### config.mk
export PLATFORM = sky130hd
export DESIGN_NAME = periodic_tick_timer
export DESIGN_NICKNAME = d
export VERILOG_FILES = /design/src/rtl/pit_pkg.sv /design/src/rtl/pit_core.sv /design/src/rtl/pit_regs.sv /design/src/rtl/periodic_tick_timer.sv
export SDC_FILE = /design/constraint.sdc
export NUM_CORES = 1
export LEC_CHECK = 0
export BUFFER_PORTS_ARGS = -buffer_cell sky130_fd_sc_hd__buf_4
export CAP_MARGIN = 10
export CORE_UTILIZATION = 58
export DETAILED_ROUTE_END_ITERATION = 6
export GPL_ROUTABILITY_DRIVEN = 0
export MAX_ROUTING_LAYER = met4
export PLACE_DENSITY = 0.95
export REMOVE_ABC_BUFFERS = 1
export SYNTH_ARGS = -nofsm -noshare
export SYNTH_HDL_FRONTEND = slang
export SYNTH_SLANG_ARGS = --single-unit
### constraint.sdc
create_clock -name clk -period 3.6 [get_ports clk]
set_input_delay 0.36 -clock clk [delete_from_list [all_inputs] [get_ports clk]]
set_output_delay 0.36 -clock clk [all_outputs]
set_load 0.02 [all_outputs]
### src/rtl/pit_pkg.sv
package pit_pkg;

    localparam int PIT_CNT_W   = 20;
    localparam int PIT_TALLY_W = 12;
    localparam int PIT_DATA_W  = 32;
    localparam int PIT_ADDR_W  = 4;

    // bit positions inside the configuration word
    localparam int PIT_EN_BIT  = 24;
    localparam int PIT_IEN_BIT = 25;

    typedef enum logic [1:0] {
        SEL_CONFIG = 2'd0,
        SEL_STATUS = 2'd1,
        SEL_ACK    = 2'd2,
        SEL_PEEK   = 2'd3
    } pit_sel_e;

    typedef struct packed {
        logic                 irq_en;
        logic                 cnt_en;
        logic [PIT_CNT_W-1:0] limit;
    } pit_cfg_t;

    // registers are word aligned: drop the two byte-select bits
    function automatic pit_sel_e pit_decode(input logic [PIT_ADDR_W-1:0] a);
        return pit_sel_e'(a[3:2]);
    endfunction

endpackage

### src/rtl/pit_core.sv
module pit_core #(
    parameter int CNT_W   = 20,
    parameter int TALLY_W = 12
) (
    input  logic               clk,
    input  logic               rst,
    input  logic               cnt_en,
    input  logic [CNT_W-1:0]   limit,
    input  logic               ack,
    output logic [CNT_W-1:0]   count,
    output logic               flag,
    output logic [TALLY_W-1:0] tally
);
    localparam logic [TALLY_W-1:0] TALLY_MAX = {TALLY_W{1'b1}};

    logic running;
    logic wrap;

    // an idle counter only stops once it is back at zero
    assign running = cnt_en || (count != '0);
    assign wrap    = running && (count == limit);

    always_ff @(posedge clk) begin
        if (rst) begin
            count <= '0;
            flag  <= 1'b0;
            tally <= '0;
        end else begin
            if (running) begin
                count <= wrap ? '0 : count + 1'b1;
            end
            if (wrap) begin
                flag <= 1'b1;
            end else if (ack) begin
                flag <= 1'b0;
            end
            if (wrap) begin
                if (ack) begin
                    tally <= TALLY_W'(1);
                end else if (tally != TALLY_MAX) begin
                    tally <= tally + 1'b1;
                end
            end else if (ack) begin
                tally <= '0;
            end
        end
    end
endmodule

### src/rtl/pit_regs.sv
module pit_regs
    import pit_pkg::*;
#(
    parameter int CNT_W   = 20,
    parameter int TALLY_W = 12,
    parameter int DATA_W  = 32,
    parameter int ADDR_W  = 4,
    parameter int EN_BIT  = 24,
    parameter int IEN_BIT = 25
) (
    input  logic               clk,
    input  logic               rst,
    input  logic [ADDR_W-1:0]  addr,
    input  logic               wen,
    input  logic [DATA_W-1:0]  wdata,
    input  logic               ren,
    input  logic [CNT_W-1:0]   count,
    input  logic               flag,
    input  logic [TALLY_W-1:0] tally,
    output logic [CNT_W-1:0]   limit,
    output logic               cnt_en,
    output logic               irq_en,
    output logic               ack_rd,
    output logic               peek_rd,
    output logic [DATA_W-1:0]  rdata
);
    localparam int VIEW_W = TALLY_W + CNT_W;

    pit_sel_e sel;
    logic [DATA_W-1:0] cfg_word;
    logic [DATA_W-1:0] view_word;

    assign sel     = pit_decode(PIT_ADDR_W'(addr));
    assign ack_rd  = ren && (sel == SEL_ACK);
    assign peek_rd = ren && (sel == SEL_PEEK);

    always_ff @(posedge clk) begin
        if (rst) begin
            limit  <= {CNT_W{1'b1}};
            cnt_en <= 1'b0;
            irq_en <= 1'b0;
        end else if (wen && sel == SEL_CONFIG) begin
            limit  <= wdata[CNT_W-1:0];
            cnt_en <= wdata[EN_BIT];
            irq_en <= wdata[IEN_BIT];
        end
    end

    always_comb begin
        cfg_word = '0;
        cfg_word[CNT_W-1:0] = limit;
        cfg_word[EN_BIT]    = cnt_en;
        cfg_word[IEN_BIT]   = irq_en;
    end

    generate
        if (VIEW_W >= DATA_W) begin : g_view_full
            assign view_word = DATA_W'({tally, count});
        end else begin : g_view_pad
            assign view_word = {{(DATA_W-VIEW_W){1'b0}}, tally, count};
        end
    endgenerate

    always_comb begin
        unique case (sel)
            SEL_CONFIG: rdata = cfg_word;
            SEL_STATUS: rdata = {{(DATA_W-1){1'b0}}, flag};
            SEL_ACK:    rdata = view_word;
            SEL_PEEK:   rdata = view_word;
            default:    rdata = '0;
        endcase
    end
endmodule

### src/rtl/periodic_tick_timer.sv
module periodic_tick_timer
    import pit_pkg::*;
#(
    parameter int CNT_W   = PIT_CNT_W,
    parameter int TALLY_W = PIT_TALLY_W,
    parameter int DATA_W  = PIT_DATA_W,
    parameter int ADDR_W  = PIT_ADDR_W
) (
    input  logic              clk,
    input  logic              rst,
    input  logic [ADDR_W-1:0] bus_addr,
    input  logic              bus_wen,
    input  logic [DATA_W-1:0] bus_wdata,
    input  logic              bus_ren,
    output logic [DATA_W-1:0] bus_rdata,
    output logic              irq
);
    logic [CNT_W-1:0]   limit;
    logic               cnt_en;
    logic               irq_en;
    logic               ack_rd;
    logic               peek_rd;
    logic [CNT_W-1:0]   count;
    logic               flag;
    logic [TALLY_W-1:0] tally;

    pit_regs #(
        .CNT_W(CNT_W), .TALLY_W(TALLY_W), .DATA_W(DATA_W), .ADDR_W(ADDR_W),
        .EN_BIT(PIT_EN_BIT), .IEN_BIT(PIT_IEN_BIT)
    ) u_regs (
        .clk(clk), .rst(rst), .addr(bus_addr), .wen(bus_wen), .wdata(bus_wdata),
        .ren(bus_ren), .count(count), .flag(flag), .tally(tally),
        .limit(limit), .cnt_en(cnt_en), .irq_en(irq_en),
        .ack_rd(ack_rd), .peek_rd(peek_rd), .rdata(bus_rdata)
    );

    pit_core #(.CNT_W(CNT_W), .TALLY_W(TALLY_W)) u_core (
        .clk(clk), .rst(rst), .cnt_en(cnt_en), .limit(limit), .ack(ack_rd),
        .count(count), .flag(flag), .tally(tally)
    );

    assign irq = flag && irq_en;
endmodule

==> Implementation_results.wiki, run 1 <==
{| class="wikitable"
! Metric !! Value
|-
| Min setup slack post-route || 0.880 ns
|-
| Number of port buffers || 60
|-
| Core region area || 5140 sq um
|-
| Crit-path slowest cell || nor3_1
|-
| Maximum ir drop on the vdd rail || 280 uV
|-
| Max-capacitance violation count || 0
|-
| TritonCTS buffer count || 5
|-
| Overflow after GRT || 0
|-
| Leakage power total || 1.38 nW
|-
| Post-layout utilization of the core || 70.3%
|-
| Global-route wire length before repair || 12.0 mm
|-
| Ports placed on the boundary || 73
|-
| Clock latency at the later pin of the worst-skew pair || 0.31 ns
|-
| Area of the die || 5690 sq um
|-
| Routed WL per cell || 15.2 microns
|-
| Placed cell count || 487
|-
| Post_cts resized || 0
|-
| Result of the run || finished clean
|-
| Portion of the clock cycle consumed by the worst path in the final layout || 75.5%
|-
| Sequential cell area fraction in the yosys report || 35.2%
|-
| Post-cts hold buffer count || 0
|-
| Number of nets with antenna violations after detailed routing || 0
|-
| DR iter-0 viols || 215
|-
| Maximum count of clock buffers along a single path || 2
|-
| CTS clk-pin slew, worst paths || 0.09 ns
|-
| Vertical die dimension || 75.4 microns
|-
| Count of pins over their slew limit || 0
|-
| Worst slew slack as a fraction of its limit || 39.9%
|-
| Maximum number of pins on one net before global-route repair || 58
|-
| Detailed Routing Iterations Pass 1 || 5
|-
| Buffers inserted by post-CTS timing repair || 0
|-
| Final worst clock skew || 0.00528 ns
|-
| Critical Path Max Stage Delay || 0.80 ns
|-
| Average vias per placed instance || 5.71
|-
| H-tree depth || 2
|-
| Unique cell type count in the Yosys netlist || 43
|-
| Fraction of final layout cells sized beyond drive strength 1 || 18.4%
|-
| Worst setup path class || reg -> reg
|-
| Detailed-placement wirelength estimate || 5.32 mm
|-
| CP Capture Type || flip-flop
|-
| Area of the mapped netlist || 3130 sq um
|-
| Residual DRC count || 0
|-
| Die span in x || 75.4 microns
|-
| Setup repair after global routing missed its margin || no
|-
| Antenna diode instance count || 0
|-
| CTS tree || built
|-
| Final Routed Wirelength || 7.50 mm
|-
| Via count of the first global-routing pass || 2578
|-
| Total number of placement rows || 26
|-
| Instance count of the mapped netlist || 383
|-
| Number of sinks handled by clock tree synthesis || 55
|-
| Max Clk Rate || 368 MHz
|-
| Total Routing Usage GR || 28.8%
|-
| Initial antenna violation count || 0
|-
| Highest net fanout along the worst path || 8
|-
| Final Hold Violating Endpoints || 0
|-
| Count of synthesis-stage warnings from yosys || 0
|-
| Arrival time of the worst setup path || 2.90 ns
|-
| Required time at the worst-slack endpoint || 3.78 ns
|-
| Measured slew at the worst slew-check pin || 0.894 ns
|-
| Worst slack, placed || 1.01 ns
|-
| Crit-path cells || xor2_2, nor4_2, nand3_1, nor3_1, nor2_1, a2111oi_0
|-
| Mean post-synth cell area || 8.16 sq um
|-
| Final standard cell count with taps included and fillers excluded || 495
|-
| Effective utilization at floorplan || 60.8%
|-
| Signed area change from the synthesized netlist to the final layout || 15.5%
|-
| Final-report setup violation count || 0
|-
| Total Nets Final || 467
|-
| Crit start category || flip-flop
|-
| Summed negative setup slack over all endpoints || 0 ns
|-
| FF+latch count, synth || 55
|-
| Worst hold-check path type || in -> reg
|-
| Clock root cell || clkbuf_8
|-
| Minimum period implied by the final worst setup slack || 2.72 ns
|-
| Critical path buffers and inverters || 0
|-
| Total power divided by cell area || 327 nW/um^2
|-
| Crit-path leading delay family || simple AND/OR/NAND/NOR gates
|-
| Routed vias || 2828
|}
[path summary, 6_finish.rpt]
check	endpoint	slack, ns	startpoint	depth (start not counted)
max	u_core.tally[0]	0.88	u_core.count[5]	6
min	u_regs.limit[2]	0.25	bus_wdata[2]	2
max reg2reg	u_core.tally[0]	0.88	u_core.count[5]	6
min reg2reg	u_core.flag	0.48	u_core.flag	2
[cell usage after synthesis, drive strengths merged]
master / instances / area share, %
buf: 7 / 2.1
a31o: 1 / 0.28
mux2i: 6 / 1.9
nor4b: 1 / 0.28
a31oi: 1 / 0.20
xor2: 34 / 9.8
nand2: 43 / 5.2
or2b: 1 / 0.24
dfxtp: 55 / 35
nor3: 3 / 0.48
nor2: 34 / 4.1
and3: 9 / 1.8
a311oi: 2 / 0.56
or3: 1 / 0.36
ha: 3 / 1.2
a2111oi: 1 / 0.28
o31ai: 2 / 0.48
dlygate4sd1: 1 / 0.28
nand3: 19 / 3.0
nor3b: 1 / 0.24
or2: 2 / 0.40
clkbuf: 19 / 2.3
a211o: 20 / 5.6
and4: 2 / 0.56
nand2b: 23 / 4.6
nand4: 1 / 0.20
or4: 2 / 0.48
o41ai: 1 / 0.28
nor4: 12 / 3.2
nand4bb: 1 / 0.36
xnor2: 5 / 1.4
nand3b: 1 / 0.24
o211ai: 1 / 0.24
nor2b: 20 / 4.0
o311ai: 1 / 0.28
inv: 4 / 0.48
and2: 12 / 2.4
a21oi: 8 / 1.3
o21ai: 23 / 3.7
[layout make-up]
| cell class | instances | area [sq um] |
|---|---|---|
| clock inverters | 1 | 5.00 |
| inverters | 4 | 15.0 |
| fillers | 404 | 1530 |
| clock buffers | 7 | 76.3 |
| well taps | 70 | 87.6 |
| multi-input cells | 297 | 1870 |
| flip-flops and latches | 55 | 1100 |
| repair buffers | 61 | 458 |
[layer usage]
layer	vias to the layer above	routed length, microns	track usage, %
li1	1387	-	-
met3	21	333	4.10
met2	95	3700	46.2
met5	-	0	-
met1	1325	3300	36.8
met4	0	169	11.3
[registers in the layout, summed over array words and instances (netlist names)]
register,count
u_core.count,20
u_regs.limit,20
u_core.tally,12
u_core.flag,1
u_regs.cnt_en,1
u_regs.irq_en,1
[cell families (layout without fill, tap and decap cells)]
group	Yosys count	in the layout	synth area share [%]
AND/OR/NAND/NOR	188	188	32.2
AO/OA/AOI/OAI	61	61	13.2
flip-flops	55	55	35.2
XOR/XNOR	39	39	11.2
buffers and inverters	31	73	5.16
multiplexers	6	6	1.92
adder cells (fa/ha/maj)	3	3	1.20
[metrics by stage]
stage	hold slack (ns)	instance area, sq um	total power [mW]
2_1_floorplan	0.429	2980	0.774
3_3_place_gp	0.457	3530	0.854
3_5_place_dp	0.464	3530	0.865
4_1_cts	0.246	3610	1.19
5_1_grt	0.240	3610	1.23
6_report	0.251	3610	1.18
[cells in the final DEF (no fill, tap or decap), types with 12 or more instances in the layout]
master,instances
a211o_1,20
and2_1,12
buf_4,61
dfxtp_1,55
nand2_1,43
nand2b_1,23
nand3_1,19
nor2_1,34
nor2b_1,20
o21ai_0,23
xor2_1,33
[power by group]
| group | switching (mW) | internal (mW) |
|---|---|---|
| registers | 0.0235 | 0.626 |
| clock network | 0.192 | 0.137 |
| logic | 0.114 | 0.0901 |
| total | 0.330 | 0.853 |
Power figures use the tool's default switching activity.
==> run 2: changes to the inputs <==
--- a/config.mk
+++ b/config.mk
@@ -7,11 +7,11 @@
 export LEC_CHECK = 0
 export BUFFER_PORTS_ARGS = -buffer_cell sky130_fd_sc_hd__buf_4
 export CAP_MARGIN = 10
-export CORE_UTILIZATION = 58
+export CORE_UTILIZATION = 54
 export DETAILED_ROUTE_END_ITERATION = 6
 export GPL_ROUTABILITY_DRIVEN = 0
 export MAX_ROUTING_LAYER = met4
-export PLACE_DENSITY = 0.95
+export PLACE_DENSITY = 0.91
 export REMOVE_ABC_BUFFERS = 1
 export SYNTH_ARGS = -nofsm -noshare
 export SYNTH_HDL_FRONTEND = slang
==> constraint.sdc (replaced) <==
create_clock -name clk -period 2.7 [get_ports clk]
set_input_delay 0.27 -clock clk [delete_from_list [all_inputs] [get_ports clk]]
set_output_delay 0.27 -clock clk [all_outputs]
set_load 0.02 [all_outputs]
==> run 2 against run 1 <==
  * Clock-buffer cell count decreased by 1
  * Setup slack got worse by 0.72 ns
  * Register-to-register slack got worse by 0.72 ns
  * Worst hold slack got worse by 0.099 ns
  * Routed wire length increased by 0.29%
  * Critical path type unchanged
  * Core utilization decreased by 4.1 points
  * Non-clock buffer count increased by 8
  * Critical path depth unchanged
  * Global-route usage decreased by 2.2 points
  * Highest routed layer unchanged
  * Final cell count increased by 1.6%
  * Via count increased by 1.4%
==> Implementation_results.wiki, run 2 (same netlist as run 1, synthesis figures left out) <==
{| class="wikitable"
! Metric !! Value
|-
| Result of the run || finished clean (unchanged)
|-
| Post-place instance area || 3590 sq um (was 3530 sq um)
|-
| Maximum count of clock buffers along a single path || 2 (unchanged)
|-
| Total Nets Final || 475 (was 467)
|-
| Max-capacitance violation count || 0 (unchanged)
|-
| Measured slew at the worst slew-check pin || 0.524 ns (was 0.894 ns)
|-
| Terminating pin of the worst hold path || u_regs.limit[6] (was u_regs.limit[2])
|-
| Detailed-placement wirelength estimate || 5.38 mm (was 5.32 mm)
|-
| Clock root cell || clkbuf_8 (unchanged)
|-
| Post-cts hold buffer count || 0 (unchanged)
|-
| Layout fillers || 447 (was 404)
|-
| DR iter-0 viols || 252 (was 215)
|-
| Clock latency at the later pin of the worst-skew pair || 0.31 ns (about the same)
|-
| Vertical die dimension || 78.1 microns (was 75.4 microns)
|-
| Worst flop-to-flop path endpoint || u_core.tally[5] (was u_core.tally[0])
|-
| Effective utilization at floorplan || 56.4% (was 60.8%)
|-
| Finished Cell Area || 3670 sq um (was 3610 sq um)
|-
| TritonCTS buffer count || 5 (unchanged)
|-
| Fraction of final layout cells sized beyond drive strength 1 || 19.7% (was 18.4%)
|-
| Reg-to-reg critical path startpoint || u_core.count[16] (was u_core.count[5])
|-
| Residual DRC count || 0 (unchanged)
|-
| Leakage power total || 1.42 nW (was 1.38 nW)
|-
| Final-report setup violation count || 0 (unchanged)
|-
| Final standard cell count with taps included and fillers excluded || 503 (was 495)
|-
| Most common cell after layout, fill and taps aside || buf_4 (unchanged)
|-
| Initial antenna violation count || 0 (unchanged)
|-
| Final Hold Violating Endpoints || 0 (unchanged)
|-
| Overflow after GRT || 0 (unchanged)
|-
| Worst setup path class || reg -> reg (unchanged)
|-
| Signed area change from the synthesized netlist to the final layout || 17.2% (was 15.5%)
|-
| Setup repair after global routing missed its margin || no (unchanged)
|-
| Post_cts resized || 0 (unchanged)
|-
| Max Clk Rate || 394 MHz (was 368 MHz)
|-
| Final worst clock skew || 0.0109 ns (was 0.00528 ns)
|-
| Via count of the first global-routing pass || 2680 (was 2578)
|-
| Total number of placement rows || 27 (was 26)
|-
| CP startpoint || u_core.count[16] (was u_core.count[5])
|-
| Routed vias || 2868 (was 2828)
|-
| Placed cell count || 497 (was 487)
|-
| Core region area || 5540 sq um (was 5140 sq um)
|-
| CP Capture Type || flip-flop (unchanged)
|-
| Arrival time of the worst setup path || 2.78 ns (was 2.90 ns)
|-
| Post-layout utilization of the core || 66.2% (was 70.3%)
|-
| Final Routed Wirelength || 7.53 mm (was 7.50 mm)
|-
| Antenna diode instance count || 0 (unchanged)
|-
| Portion of the clock cycle consumed by the worst path in the final layout || 94.0% (was 75.5%)
|-
| Min-delay src || bus_wdata[6] (was bus_wdata[2])
|-
| Average vias per placed instance || 5.70 (was 5.71)
|-
| Required time at the worst-slack endpoint || 2.95 ns (was 3.78 ns)
|-
| Worst slew slack as a fraction of its limit || 64.8% (was 39.9%)
|-
| Worst hold-check path type || in -> reg (unchanged)
|-
| Highest net fanout along the worst path || 12 (was 8)
|-
| Buffers inserted by post-CTS timing repair || 0 (unchanged)
|-
| Die span in x || 78.1 microns (was 75.4 microns)
|-
| Minimum period implied by the final worst setup slack || 2.54 ns (was 2.72 ns)
|-
| Area of the die || 6100 sq um (was 5690 sq um)
|-
| Total Routing Usage GR || 26.7% (was 28.8%)
|-
| Detailed Routing Iterations Pass 1 || 5 (unchanged)
|-
| Crit-path slowest cell || or3_4 (was nor3_1)
|-
| Count of pins over their slew limit || 0 (unchanged)
|-
| CTS clk-pin slew, worst paths || 0.09 ns (about the same)
|-
| Largest registers || u_core.count x20, u_regs.limit x20, u_core.tally x12 (unchanged)
|-
| Number of port buffers || 60 (unchanged)
|-
| Crit-path cells || xor2_1, nor4_1, nand3_1, or3_4, or4_1, a21oi_1 (was xor2_2, nor4_2, nand3_1, nor3_1, nor2_1, a2111oi_0)
|-
| Critical Path Max Stage Delay || 0.52 ns (was 0.80 ns)
|-
| Highest-count cells in the layout ignoring fill and taps || buf_4, dfxtp_1, nand2_1 (unchanged)
|-
| H-tree depth || 2 (unchanged)
|-
| Ports placed on the boundary || 73 (unchanged)
|-
| Number of nets with antenna violations after detailed routing || 0 (unchanged)
|-
| Maximum ir drop on the vdd rail || 289 uV (was 280 uV)
|-
| Global-route wire length before repair || 12.5 mm (was 12.0 mm)
|-
| CTS tree || built (unchanged)
|-
| Cell depth of the worst flop-to-flop path || 6 (unchanged)
|-
| Routed WL per cell || 15.0 microns (was 15.2 microns)
|-
| Crit start category || flip-flop (unchanged)
|-
| Maximum number of pins on one net before global-route repair || 57 (was 58)
|-
| R2R Setup Slk || 0.16 ns (was 0.88 ns)
|-
| Worst hold path depth || 2 (unchanged)
|-
| Total power divided by cell area || 430 nW/um^2 (was 327 nW/um^2)
|-
| Number of sinks handled by clock tree synthesis || 55 (unchanged)
|}
==> run 2: changes by cell type in the layout (fill, tap and decap cells not counted) <==
cell / before / now
clkinv_2: 1 / 0
clkbuf_1: 2 / 1
buf_4: 61 / 69
==> run 2: final cells by class <==
cell class,instances,area [sq um],area share (%)
Multi-Input combinational cell,297,1870,51.0
Timing Repair Buffer,69,518,14.1
Tap cell,72,90.1,2.46
Sequential cell,55,1100,30.0
Inverter,4,15.0,0.410
Clock buffer,6,72.6,1.98
==> run 2: how the worst max path moves through the flow <==
| stage | end | slack, ns | cells past startpoint |
|---|---|---|---|
| 2_1_floorplan | u_regs.limit[0] | -0.55 | 3 |
| 3_3_place_gp | u_core.tally[5] | 0.29 | 6 |
| 3_5_place_dp | u_core.tally[5] | 0.22 | 6 |
| 4_1_cts | u_core.tally[5] | 0.19 | 6 |
| 5_1_grt | u_core.tally[5] | 0.008 | 6 |
| 6_report | u_core.tally[5] | 0.16 | 6 |
==> run 2: layer usage <==
metal | part of all wire, % | vias to the layer above | track usage, % | wire, microns
li1 | - | 1405 | - | -
met5 | 0 | - | - | 0
met1 | 44 | 1352 | 34.0 | 3300
met3 | 5.2 | 20 | 5.81 | 391
met2 | 49 | 91 | 40.9 | 3670
met4 | 2.2 | 0 | 11.3 | 163
==> run 2: critical path: cells and delay by family, from the launching register on <==
kind / cells / cell delay (ns)
flip-flops: 1 / 0.37
XOR/XNOR: 1 / 0.16
AO/OA/AOI/OAI: 1 / 0.15
AND/OR/NAND/NOR: 4 / 1.80
==> run 2: through the flow <==
stage / setup TNS, ns / total power [mW] / hold slack, ns / setup WS [ns]
final: 0 / 1.58 / 0.152 / 0.163
after detailed placement: 0 / 1.16 / 0.470 / 0.216
after global placement: 0 / 1.15 / 0.456 / 0.287
after CTS: 0 / 1.57 / 0.155 / 0.191
after global routing: 0 / 1.64 / 0.148 / 0.00826
after floorplan: -12.02 / 1.03 / 0.339 / -0.551
==> run 2: power by group <==
part / leakage (nW) / total (mW) / internal, mW / switching [mW]
Combinational: 0.936 / 0.288 / 0.128 / 0.160
Clock: 0.0371 / 0.429 / 0.174 / 0.256
Sequential: 0.447 / 0.858 / 0.835 / 0.0230
